===== config.mk =====
export PLATFORM = sky130hd
export DESIGN_NAME = mcd_datapath
export DESIGN_NICKNAME = d
export VERILOG_FILES = /design/src/rtl/mcd_pkg.sv /design/src/rtl/mcd_regfile.sv /design/src/rtl/mcd_alu_ctrl.sv /design/src/rtl/mcd_alu.sv /design/src/rtl/mcd_datapath.sv
export SDC_FILE = /design/constraint.sdc
export NUM_CORES = 2
export LEC_CHECK = 0
export BUFFER_PORTS_ARGS = -buffer_cell sky130_fd_sc_hd__buf_2
export CORE_MARGIN = 10
export CORE_UTILIZATION = 49
export DETAILED_ROUTE_END_ITERATION = 8
export SLEW_MARGIN = 20
export SYNTH_ARGS = -nofsm -noshare
export SYNTH_HDL_FRONTEND = slang
export SYNTH_SLANG_ARGS = --single-unit

===== constraint.sdc =====
create_clock -name clk -period 6.95 [get_ports clk]
set_input_delay 0.695 -clock clk [delete_from_list [all_inputs] [get_ports clk]]
set_output_delay 0.695 -clock clk [all_outputs]
set_load 0.01 [all_outputs]

===== src/rtl/mcd_pkg.sv =====
package mcd_pkg;

    localparam int XLEN     = 32;
    localparam int NREG     = 32;
    localparam int RIDX_W   = $clog2(NREG);
    localparam int IMM_W    = 16;
    localparam int JIDX_W   = 26;
    localparam int PC_KEEP  = XLEN - JIDX_W - 2;

    typedef enum logic [1:0] {
        BSEL_REG    = 2'b00,
        BSEL_FOUR   = 2'b01,
        BSEL_IMM    = 2'b10,
        BSEL_IMM_SH = 2'b11
    } bsel_e;

    typedef enum logic [1:0] {
        AOP_ADD   = 2'b00,
        AOP_SUB   = 2'b01,
        AOP_FUNCT = 2'b10,
        AOP_RSVD  = 2'b11
    } aluop_e;

    typedef enum logic [1:0] {
        PCS_ALU    = 2'b00,
        PCS_ALUOUT = 2'b01,
        PCS_JUMP   = 2'b10,
        PCS_RSVD   = 2'b11
    } pcsrc_e;

    typedef enum logic [2:0] {
        FN_ADD,
        FN_SUB,
        FN_AND,
        FN_OR,
        FN_SLT
    } alufn_e;

    localparam logic [5:0] FC_ADD = 6'b100000;
    localparam logic [5:0] FC_SUB = 6'b100010;
    localparam logic [5:0] FC_AND = 6'b100100;
    localparam logic [5:0] FC_OR  = 6'b100101;
    localparam logic [5:0] FC_SLT = 6'b101010;

    typedef struct packed {
        logic [5:0]        opcode;
        logic [RIDX_W-1:0] rs;
        logic [RIDX_W-1:0] rt;
        logic [RIDX_W-1:0] rd;
        logic [4:0]        shamt;
        logic [5:0]        funct;
    } instr_t;

    function automatic logic [IMM_W-1:0] imm_field(input instr_t ins);
        return {ins.rd, ins.shamt, ins.funct};
    endfunction

    function automatic logic [XLEN-1:0] sext_imm(input logic [IMM_W-1:0] v);
        return {{(XLEN-IMM_W){v[IMM_W-1]}}, v};
    endfunction

    function automatic logic [JIDX_W-1:0] jidx_field(input instr_t ins);
        return {ins.rs, ins.rt, imm_field(ins)};
    endfunction

    function automatic logic [XLEN-1:0] jump_target(input logic [XLEN-1:0] pc,
                                                    input instr_t ins);
        return {pc[XLEN-1 -: PC_KEEP], jidx_field(ins), 2'b00};
    endfunction

endpackage


===== src/rtl/mcd_regfile.sv =====
module mcd_regfile
    import mcd_pkg::*;
#(
    parameter int W     = XLEN,
    parameter int DEPTH = NREG,
    localparam int AW   = $clog2(DEPTH)
) (
    input  logic          clk,
    input  logic          we,
    input  logic [AW-1:0] wa,
    input  logic [W-1:0]  wd,
    input  logic [AW-1:0] ra0,
    input  logic [AW-1:0] ra1,
    output logic [W-1:0]  rd0,
    output logic [W-1:0]  rd1
);

    logic [W-1:0] entry [DEPTH];

    for (genvar i = 0; i < DEPTH; i++) begin : g_ent
        if (i == 0) begin : g_zero
            assign entry[i] = '0;
        end else begin : g_store
            logic [W-1:0] q;
            always_ff @(posedge clk) begin
                if (we && (wa == AW'(i))) begin
                    q <= wd;
                end
            end
            assign entry[i] = q;
        end
    end

    assign rd0 = entry[ra0];
    assign rd1 = entry[ra1];

endmodule


===== src/rtl/mcd_alu_ctrl.sv =====
module mcd_alu_ctrl
    import mcd_pkg::*;
(
    input  logic [1:0] op_class,
    input  logic [5:0] fcode,
    output alufn_e     fn
);

    alufn_e from_fcode;

    always_comb begin
        case (fcode)
            FC_ADD:  from_fcode = FN_ADD;
            FC_SUB:  from_fcode = FN_SUB;
            FC_AND:  from_fcode = FN_AND;
            FC_OR:   from_fcode = FN_OR;
            FC_SLT:  from_fcode = FN_SLT;
            default: from_fcode = FN_ADD;
        endcase
    end

    always_comb begin
        case (aluop_e'(op_class))
            AOP_ADD:   fn = FN_ADD;
            AOP_SUB:   fn = FN_SUB;
            AOP_FUNCT: fn = from_fcode;
            default:   fn = FN_ADD;
        endcase
    end

endmodule


===== src/rtl/mcd_alu.sv =====
module mcd_alu
    import mcd_pkg::*;
#(
    parameter int W = XLEN
) (
    input  logic [W-1:0] a,
    input  logic [W-1:0] b,
    input  alufn_e       fn,
    output logic [W-1:0] y,
    output logic         zero
);

    always_comb begin
        case (fn)
            FN_ADD:  y = a + b;
            FN_SUB:  y = a - b;
            FN_AND:  y = a & b;
            FN_OR:   y = a | b;
            FN_SLT:  y = ($signed(a) < $signed(b)) ? W'(1) : '0;
            default: y = a + b;
        endcase
    end

    assign zero = (y == '0);

endmodule


===== src/rtl/mcd_datapath.sv =====
module mcd_datapath
    import mcd_pkg::*;
(
    input  logic        clk,
    input  logic        rst,
    input  logic        pc_wr,
    input  logic        pc_wr_cond,
    input  logic        addr_sel,
    input  logic        ir_wr,
    input  logic        rf_wr,
    input  logic        dst_is_rd,
    input  logic        wb_from_mem,
    input  logic        alu_a_reg,
    input  logic [1:0]  alu_b_sel,
    input  logic [1:0]  alu_op,
    input  logic [1:0]  pc_src,
    input  logic [31:0] mem_rdata,
    output logic [5:0]  opcode,
    output logic [5:0]  funct,
    output logic        alu_zero,
    output logic [31:0] mem_addr,
    output logic [31:0] mem_wdata
);

    instr_t            ir_q;
    logic [XLEN-1:0]   pc_q, mdr_q, a_q, b_q, aluout_q;
    logic [XLEN-1:0]   rf_rd0, rf_rd1;
    logic [XLEN-1:0]   wr_data, opa, opb, alu_y, pc_d, imm_ext;
    logic [RIDX_W-1:0] wr_idx;
    alufn_e            fn;
    logic              pc_en;

    assign imm_ext = sext_imm(imm_field(ir_q));
    assign wr_idx  = dst_is_rd ? ir_q.rd : ir_q.rt;
    assign wr_data = wb_from_mem ? mdr_q : aluout_q;
    assign opa     = alu_a_reg ? a_q : pc_q;

    always_comb begin
        case (bsel_e'(alu_b_sel))
            BSEL_REG:    opb = b_q;
            BSEL_FOUR:   opb = XLEN'(4);
            BSEL_IMM:    opb = imm_ext;
            default:     opb = {imm_ext[XLEN-3:0], 2'b00};
        endcase
    end

    always_comb begin
        case (pcsrc_e'(pc_src))
            PCS_ALUOUT: pc_d = aluout_q;
            PCS_JUMP:   pc_d = jump_target(pc_q, ir_q);
            default:    pc_d = alu_y;
        endcase
    end

    assign pc_en = pc_wr | (pc_wr_cond & alu_zero);

    mcd_regfile #(.W(XLEN), .DEPTH(NREG)) u_rf (
        .clk (clk),
        .we  (rf_wr),
        .wa  (wr_idx),
        .wd  (wr_data),
        .ra0 (ir_q.rs),
        .ra1 (ir_q.rt),
        .rd0 (rf_rd0),
        .rd1 (rf_rd1)
    );

    mcd_alu_ctrl u_actl (
        .op_class (alu_op),
        .fcode    (ir_q.funct),
        .fn       (fn)
    );

    mcd_alu #(.W(XLEN)) u_alu (
        .a    (opa),
        .b    (opb),
        .fn   (fn),
        .y    (alu_y),
        .zero (alu_zero)
    );

    always_ff @(posedge clk) begin
        if (rst) begin
            pc_q     <= '0;
            ir_q     <= '0;
            mdr_q    <= '0;
            a_q      <= '0;
            b_q      <= '0;
            aluout_q <= '0;
        end else begin
            if (pc_en) begin
                pc_q <= pc_d;
            end
            if (ir_wr) begin
                ir_q <= instr_t'(mem_rdata);
            end
            mdr_q    <= mem_rdata;
            a_q      <= rf_rd0;
            b_q      <= rf_rd1;
            aluout_q <= alu_y;
        end
    end

    assign opcode    = ir_q.opcode;
    assign funct     = ir_q.funct;
    assign mem_addr  = addr_sel ? aluout_q : pc_q;
    assign mem_wdata = b_q;

endmodule


==> results.json <==
{
  "grt_max_degree": 99,
  "relSlewSlack": 0.255,
  "core_mm2": 0.120,
  "comb_power_share": 0.154,
  "crit_required_ns": 6.25,
  "leakage_nw": 21.8,
  "instances_no_fill": 5455,
  "dr.pass1.iters": 6,
  "numCtsBuffers": 131,
  "clock-skew-final_ns": 0.0434,
  "drcViolationCount": 0,
  "clk_pin_slew_ns": 0.06,
  "synth_area_per_cell_um2": 16.2,
  "synth_edf_count": 992,
  "ys.warnings.count": 0,
  "dp_cells": 5214,
  "setup_viol": 0,
  "clkSinkCount": 1184,
  "max_stage_delay_ns": 0.77,
  "root_buffer": "clkbuf_16",
  "setup.worst_path.end_class": "output port",
  "ctsResizeCount": 0,
  "crit_start": "funct[1]",
  "ctsHoldBuffers": 0,
  "period_share": 0.977,
  "power.share.sequential": 0.465,
  "hp-start": "mem_rdata[6]",
  "drt-vias-per-instance": 6.84,
  "final_common_cell": "edfxtp_1",
  "crit_type": "reg2out",
  "async_reset_ff_frac": 0,
  "routedWlPerCell_um": 36.7,
  "clkLatencyLatePin_ns": 0.79,
  "cts-htree-levels": 4,
  "cp_max_fo": 10,
  "power_density_mw_per_mm2": 266,
  "rsz0062_at_grt": "no",
  "vias": 37300,
  "ys_types": 94,
  "crit_chain": "mux2i_1 > or2_2 > ha_1 > nand2b_1 > a2111oi_2 > o21a_1 > a21oi_1 > o311ai_0 > o211ai_1 > nor3_2 > nand4_1 > nor4_4 > and3_1 > buf_2",
  "power_frac_clock": 0.381,
  "cap_violations": 0,
  "die_x_um": 368,
  "grt_pass1_vias": 37600,
  "p_int_w": 0.0128,
  "syn_inst": 3670,
  "grt_pass1_wl_um": 282000,
  "fmax_ghz": 0.147,
  "grt-ovfl-total": 0,
  "fin_util": 0.550,
  "wirelength_um": 200000,
  "slew_violations": 0,
  "placed_cell_area_mm2": 0.0620,
  "status": "finished clean",
  "cts_setup_buffers": 0,
  "finalSetupTns_ns": 0,
  "port_buffers": 124,
  "worst_slew_pin_slew_ns": 1.09,
  "cts_tree": "yes",
  "ir_worst_vdd_mv": 0.254,
  "syn_area_mm2": 0.0594,
  "slowest_stage": "o311ai_0",
  "place.gp.congestion": 0.937,
  "arrival_ns": 6.10,
  "synthToLayoutAreaGrowth_pct": 11.3,
  "p_sw_frac": 0.271,
  "clk_path_buf_depth": 3,
  "layout_common_cells": "edfxtp_1 (992), mux4_2 (576), nor2_1 (210)",
  "cp-start-kind": "register",
  "synthFlopType": "edfxtp_1",
  "cp_top_family": "compound AO/OA/AOI/OAI gates",
  "io_pins": 125,
  "yosysSeqAreaShare": 0.566,
  "p_switching_w": 0.00476,
  "layout-drive-gt1-share": 0.326,
  "die_area_mm2": 0.136,
  "path_buf_inv": 1,
  "die_height_um": 368,
  "r2r-start": "funct[1]",
  "post-route-min-period_ns": 6.79,
  "hold_violations": 0,
  "initial_utilization": 0.494,
  "drt_iter0_markers": 4961,
  "min_path_type": "in2reg",
  "antenna_found_initial": 16,
  "core.rowCount": 127,
  "ys_ff_latch": 1184,
  "fin_nets": 3885,
  "grt_use_total": 0.291,
  "ant_nets": 0,
  "dp_hpwl_um": 122000,
  "fin_area_mm2": 0.0661,
  "synth_fp_nets": 3820,
  "num_antenna_cells": 0
}
path summary, 6_finish.rpt:
kind,endpoint,slack [ns],cells past startpoint
worst min-delay path,imm_ext[6],0.17,3
worst min register to register,pc_q[15],0.47,2
worst max register to register,pc_q[14],1.11,15
worst max-delay path,alu_zero,0.16,14
per-stage QoR:
stage	power [W]	hold WS (ns)	setup WS [ns]
global route	0.0181	0.138	0.0427
CTS	0.0176	0.113	0.146
detailed placement	0.0110	0.468	0.148
global placement	0.0110	0.458	0.149
floorplan	0.00994	0.446	1.76
finish	0.0176	0.167	0.157
cell usage after synthesis (6+ instances only):
cell type  instances  share of area
edfxtp_1         992           0.50
a22oi_1            6        0.00076
buf_1             65         0.0041
a211oi_1          22         0.0028
nor3_1            23         0.0019
and3_1             6        0.00063
or2_2              9        0.00095
nor2_1           243          0.015
o21bai_1           6        0.00076
nor4_1            19         0.0020
nand4_1           18         0.0019
clkbuf_1         193          0.012
nand2b_1          15         0.0016
mux2_2           172          0.033
xnor2_1            8         0.0012
o211a_1            6         0.0010
o31a_1             7         0.0010
mux4_2           576           0.22
a21o_1            28         0.0035
ha_1             100          0.021
buf_2             20         0.0017
nand2_1          133         0.0084
a21oi_1          114         0.0096
a221o_1           10         0.0017
nor2b_1           55         0.0058
inv_1            103         0.0065
mux2i_1          127          0.021
a221oi_1          31         0.0046
o31ai_1           25         0.0032
buf_4             15         0.0019
o21ai_0           45         0.0038
a31oi_1           17         0.0018
a22o_1            81          0.012
dfxtp_1          192          0.065
and2_1            13         0.0014
o221ai_1          11         0.0016
nand3_1           20         0.0017
o211ai_1          27         0.0034
o21a_1             7        0.00088
power by group through the flow:
stage | logic, W | registers (W) | clock network (W)
after floorplan | 0.00176 | 0.00818 | 0
after global placement | 0.00265 | 0.00831 | 0
after detailed placement | 0.00266 | 0.00831 | 0
after CTS | 0.00267 | 0.00816 | 0.00679
after global routing | 0.00286 | 0.00818 | 0.00706
final | 0.00269 | 0.00817 | 0.00669
worst register-to-register path, delay by kind of cell, from the launching register on:
| kind | cells | cell delay [ns] |
|---|---|---|
| buffers and inverters | 1 | 0.21 |
| adders and majority gates | 1 | 0.34 |
| AOI/OAI and AO/OA | 6 | 2.51 |
| and+or+nand+nor | 5 | 1.47 |
| muxes | 2 | 0.52 |
| DFF | 1 | 0.65 |
flip-flops by register name, indices dropped and copies added (netlist names):
signal	flops
a_q	32
aluout_q	32
funct	6
imm_ext	10
ir_q	10
mdr_q	32
mem_wdata	32
opcode	6
pc_q	32
u_rf.g_ent.g_store.q	992
routing by layer:
metal	GRT usage	up-vias	wire length, µm
met4	0.0884	0	6080
met1	0.402	19800	80100
met5	0	-	0
met3	0.0585	326	18600
li1	-	15100	-
met2	0.465	2050	95400
area by class of cell:
cell class                      instances  area [µm²]
Clock buffer                          179        3680
Clock inverter                         62         430
Fill cell                            9501       54000
Inverter                              107         402
Multi-Input combinational cell       2084       24400
Sequential cell                      1184       33700
Tap cell                             1612        2020
Timing Repair Buffer                  227        1480
cell families (layout without fill, tap and decap cells):
| family | count (synthesis) | after routing | share of synthesized area |
|---|---|---|---|
| simple gates | 581 | 581 | 0.0459 |
| mux | 880 | 880 | 0.274 |
| xor+xnor | 8 | 8 | 0.00118 |
| flops | 1184 | 1184 | 0.566 |
| compound gates | 513 | 513 | 0.0642 |
| buf+inv | 402 | 575 | 0.0270 |
| fa+ha+maj | 102 | 102 | 0.0217 |
Note: power is estimated with default switching activity, not from simulation.
